### config.mk
export PLATFORM = sky130hd
export DESIGN_NAME = dcTracker
export DESIGN_NICKNAME = d
export VERILOG_FILES = /design/src/rtl/dcTrackPkg.sv /design/src/rtl/dcTrackCtrl.sv /design/src/rtl/dcTrackPath.sv /design/src/rtl/dcTracker.sv
export SDC_FILE = /design/constraint.sdc
export NUM_CORES = 1
export LEC_CHECK = 0
export BUFFER_PORTS_ARGS = -buffer_cell sky130_fd_sc_hd__clkbuf_2
export CELL_PAD_IN_SITES_DETAIL_PLACEMENT = 1
export CELL_PAD_IN_SITES_GLOBAL_PLACEMENT = 2
export CORE_AREA = 2 2 94 118
export CTS_CLUSTER_DIAMETER = 50
export DETAILED_ROUTE_END_ITERATION = 8
export DIE_AREA = 0 0 96 120
export PLACE_DENSITY_LB_ADDON = 0.1
export SLEW_MARGIN = 0
export SYNTH_ARGS = -nofsm -noshare
export SYNTH_HDL_FRONTEND = slang
export SYNTH_SLANG_ARGS = --single-unit
### constraint.sdc
create_clock -name clk -period 5.59 [get_ports clk]
set_clock_uncertainty 0.15 [all_clocks]
set_input_delay 0 -clock clk [delete_from_list [all_inputs] [get_ports clk]]
set_output_delay 0 -clock clk [all_outputs]
set_load 0.01 [all_outputs]
### src/rtl/dcTrackPkg.sv
package dcTrackPkg;
  // Strobes from control to datapath for one clock cycle.
  typedef struct packed {
    logic stepUp;    // move estimate up one fractional unit
    logic stepDown;  // move estimate down one fractional unit
    logic capture;   // register the corrected sample
  } trackCtrl_t;
endpackage

### src/rtl/dcTrackCtrl.sv
module dcTrackCtrl
  import dcTrackPkg::*;
(
  input  logic       clk,
  input  logic       rst,
  input  logic       inValid,
  input  logic       inAbove,
  input  logic       inBelow,
  output trackCtrl_t ctrl,
  output logic       outValid
);
  always_comb begin
    ctrl.capture  = inValid;
    ctrl.stepUp   = inValid & inAbove;
    ctrl.stepDown = inValid & inBelow;
  end

  always_ff @(posedge clk) begin
    if (rst) outValid <= 1'b0;
    else     outValid <= inValid;
  end
endmodule

### src/rtl/dcTrackPath.sv
module dcTrackPath
  import dcTrackPkg::*;
#(
  parameter int DATA_W = 16,
  parameter int FRAC_W = 4
) (
  input  logic                     clk,
  input  logic                     rst,
  input  trackCtrl_t               ctrl,
  input  logic signed [DATA_W-1:0] inSample,
  output logic                     inAbove,
  output logic                     inBelow,
  output logic signed [DATA_W-1:0] outSample,
  output logic signed [DATA_W-1:0] dcEstimate
);
  localparam int ACC_W = DATA_W + FRAC_W;
  localparam logic signed [ACC_W-1:0] ONE_FRAC = ACC_W'(1);
  localparam logic signed [DATA_W-1:0] POS_LIM = {1'b0, {(DATA_W-1){1'b1}}};
  localparam logic signed [DATA_W-1:0] NEG_LIM = {1'b1, {(DATA_W-1){1'b0}}};

  logic signed [ACC_W-1:0]  estAcc;
  logic signed [DATA_W-1:0] estInt;
  logic signed [DATA_W:0]   rawDiff;
  logic signed [DATA_W-1:0] satDiff;

  // Upper bits of a two's complement fixed-point value give its floor.
  assign estInt     = estAcc[ACC_W-1:FRAC_W];
  assign dcEstimate = estInt;

  assign inAbove = inSample > estInt;
  assign inBelow = inSample < estInt;

  assign rawDiff = {inSample[DATA_W-1], inSample} - {estInt[DATA_W-1], estInt};

  always_comb begin
    if (rawDiff[DATA_W] != rawDiff[DATA_W-1])
      satDiff = rawDiff[DATA_W] ? NEG_LIM : POS_LIM;
    else
      satDiff = rawDiff[DATA_W-1:0];
  end

  // The estimate only ever moves toward an in-range input, so it stays in range.
  always_ff @(posedge clk) begin
    if (rst)                estAcc <= '0;
    else if (ctrl.stepUp)   estAcc <= estAcc + ONE_FRAC;
    else if (ctrl.stepDown) estAcc <= estAcc - ONE_FRAC;
  end

  always_ff @(posedge clk) begin
    if (rst)               outSample <= '0;
    else if (ctrl.capture) outSample <= satDiff;
  end
endmodule

### src/rtl/dcTracker.sv
module dcTracker
  import dcTrackPkg::*;
#(
  parameter int DATA_W = 16,
  parameter int FRAC_W = 4
) (
  input  logic                     clk,
  input  logic                     rst,
  input  logic                     inValid,
  input  logic signed [DATA_W-1:0] inSample,
  output logic                     outValid,
  output logic signed [DATA_W-1:0] outSample,
  output logic signed [DATA_W-1:0] dcEstimate
);
  trackCtrl_t ctrl;
  logic       inAbove;
  logic       inBelow;

  dcTrackCtrl u_ctrl (
    .clk(clk), .rst(rst), .inValid(inValid),
    .inAbove(inAbove), .inBelow(inBelow),
    .ctrl(ctrl), .outValid(outValid)
  );

  dcTrackPath #(.DATA_W(DATA_W), .FRAC_W(FRAC_W)) u_path (
    .clk(clk), .rst(rst), .ctrl(ctrl), .inSample(inSample),
    .inAbove(inAbove), .inBelow(inBelow),
    .outSample(outSample), .dcEstimate(dcEstimate)
  );
endmodule

==> impl_metrics.csv <==
group,metric,value,unit
outcome,status,"complete, no violations",
setup_path,critical-path-max-stage-delay,0.50,ns
layout,insertedDiodeCount,0,
global_routing,grt_pass1_vias,3253,
logic_synthesis,synth_cell_type_count,65,
setup_path,cp-endpoint,"u_path.estAcc[19]",
drt,drc,0,
clocking,clk_latency,0.29,ns
logic_synthesis,yosysSeqAreaShare,21.4,%
logic_synthesis,async_flop_share,0,%
setup_path,timing.rr.start,"u_path.estAcc[7]",
clocking,cts_resized,0,
logic_synthesis,synth_cells,434,
logic_synthesis,avgSynthCellArea,7.99,um^2
drt,firstDrtPassIters,4,
setup_path,reg2reg_to,"u_path.estAcc[19]",
clocking,holdBufCountCts,0,
logic_synthesis,synth.cell_area,3470,um^2
setup_path,critPathLaunch,"u_path.estAcc[7]",
hold_path,worstHoldStart,"inSample[0]",
floorplanning,initial_core_util,33.2,%
setup_path,ff2ff_path_depth,18,
setup_path,critPathMaxFanout,19,
layout,final_cell_mix,"a21oi_1 (55), clkbuf_2 (51), o21ai_0 (38)",
sta,clock.fmax,0.201,GHz
logic_synthesis,synth_area_leader_cell,"dfxtp_1",
drt,via_per_inst,5.37,
floorplanning,num_io_pins,52,
global_routing,grt_antenna_before_repair,0,
placed_design,portBuffers,51,
layout,nets,514,
logic_synthesis,synthTopCellsByArea,"dfxtp_1 (21%), ha_1 (12%), a21oi_1 (7.9%), o21ai_0 (5.5%), xnor2_1 (4.0%)",
clocking,path_clk_slew,0.07,ns
floorplanning,die-area,11500,um^2
setup_path,rrSetupSlack,0.61,ns
sta,whs,0.112,ns
sta,worst_slew_margin_rel,37.5,%
layout,register_area,741,um^2
drt,wirelength,10200,um
sta,worst_slew_pin_slew,0.938,ns
power_and_ir_drop,leakagePower,1.71,nW
clocking,cts_tree,"built",
global_routing,grt_usage,18.6,%
logic_synthesis,yosys_warnings,0,
floorplanning,die_x,96,um
setup_path,worstSetupPathType,"flip-flop to flip-flop",
clocking,cts_buffer_depth,2,
logic_synthesis,synth_nets,489,
setup_path,path_cells,"inv_1 > ha_1 > and3_2 > o21ai_2 > a21o_4 > nand2_1 > o211a_1 > nor2_1 > or2_2 > ha_1 > o21ai_0 > a21oi_1 > a311oi_1 > a31oi_1 > a21bo_2 > o21ai_0 > a2bb2oi_1 > mux2_2",
clocking,cts-root-buf,"clkbuf_16",
clocking,cts_buffers,5,
global_routing,overflow,0,
placed_design,place_hpwl,7590,um
logic_synthesis,yosys_register_bits,37,
sta,rsz0062_at_grt,"false",
sta,tns,0,ns
logic_synthesis,ys.flop_type,"dfxtp_1",
setup_path,cp-end-kind,"flip-flop",
power_and_ir_drop,p_per_area,599,nW/um^2
setup_path,cp.required,5.62,ns
job,maxCapViolCount,0,
global_routing,grt_max_degree,47,
sta,report.final.hold_viol_count,0,
layout,final_common_cell,"a21oi_1",
layout,final.fill_count,1279,
sta,fin_crit,4.98,ns
floorplanning,rows,42,
drt,drt_iter0_markers,78,
drt,avgRoutedWirePerCell,17.3,um
layout,multi_input_comb_area,2390,um^2
floorplanning,die_h,120,um
setup_path,critPathArrivalTime,5.01,ns
setup_path,start_kind,"flip-flop",
sta,maxSlewViolCount,0,
clocking,clock_sinks,37,
placed_design,gp_congestion,0.830,
setup_path,slowest_stage,"or2_2",
power_and_ir_drop,ir_drop,0.205,mV
global_routing,grt_pass1_wl,16700,um
clocking,post_cts_buffers,0,
logic_synthesis,synth-edff-count,0,
drt,antenna_left,0,
sta,setup_viol,0,
layout,drive_gt1_share,20.2,%
sta,fin_crit_sh,89.0,%
floorplanning,coreArea,10500,um^2
logic_synthesis,synth_top_area_share,21.4,%
hold_path,hold_class,"primary input to flip-flop",
clocking,cts_htree_levels,2,
drt,via_count,3181,
layout,area_growth,10.6,%
==> worst max-delay path, delay by kind of cell (launching register included) <==
kind / cells / cell delay, ns
adder cells (fa/ha/maj): 2 / 0.76
AND/OR/NAND/NOR: 4 / 0.89
buffers and inverters: 1 / 0.08
multiplexers: 1 / 0.35
flip-flops: 1 / 0.38
AO/OA/AOI/OAI: 10 / 2.26
==> worst min path at each step <==
stage | to | slack [ns] | cells past startpoint
after global placement | outValid | 0.24 | 1
after CTS | u_path.outSample[0] | 0.10 | 5
after detailed placement | outValid | 0.25 | 1
after floorplan | u_path.estAcc[2] | 0.03 | 2
final | u_path.outSample[0] | 0.11 | 5
after global routing | u_path.estAcc[19] | 0.15 | 4
==> metal layers <==
layer | routed length (um) | part of all wire (%) | vias to the layer above | global-route usage, %
met5 | 0 | 0 | - | 0
met4 | 116 | 1.1 | 0 | 5.00
met3 | 244 | 2.4 | 9 | 2.64
met2 | 5050 | 49 | 42 | 32.1
met1 | 4830 | 47 | 1512 | 23.7
li1 | - | - | 1618 | -
==> cells by family (layout without fill, tap and decap cells) <==
family,count (synthesis),in the layout,synth area share [%]
mux,1,1,0.325
flops,37,37,21.4
buf+inv,62,88,9.67
simple gates,109,109,16.1
fa+ha+maj,39,39,14.3
xor+xnor,29,29,7.87
compound gates,157,157,30.4
==> cell type report <==
| type | count | area share, % |
|---|---|---|
| flip-flops and latches | 37 | 19.3 |
| well taps | 132 | 4.31 |
| clock inverters | 3 | 1.14 |
| clock buffers | 5 | 3.26 |
| repair buffers | 52 | 6.85 |
| inverters | 28 | 2.74 |
| multi-input cells | 335 | 62.4 |
==> sequential cells by signal, summed over array words and instances, names as in the netlist <==
name	cells
u_path.outSample	16
u_ctrl.outValid	1
u_path.estAcc	20
==> metrics by stage <==
stage	setup slack, ns	utilization, %	cell area, um^2	total power, W	std cells
floorplan	1.37	-	3470	0.00168	434
global placement	0.698	35.0	3660	0.00196	584
detailed placement	0.610	35.0	3660	0.00197	584
CTS	0.582	36.7	3830	0.00233	592
global route	0.211	36.7	3830	0.00254	592
finish	0.615	36.7	3830	0.00230	592
==> cell usage after synthesis (10+ instances only) <==
cell type  count
nand3_1       23
nand2_1       24
inv_1         28
buf_4         17
ha_1          34
xnor2_1       16
a21oi_1       55
clkbuf_1      10
a21o_1        10
o21ai_0       38
xor2_1        12
dfxtp_1       37
nor2_1        21
==> report_power, final <==
| part | internal [W] | leakage [nW] | switching (W) |
|---|---|---|---|
| clock network | 0.000212 | 0.0842 | 0.000125 |
| logic | 0.000662 | 1.32 | 0.000859 |
| registers | 0.000357 | 0.307 | 0.0000815 |
| total | 0.00123 | 1.71 | 0.00107 |
Power figures use the tool's default switching activity.
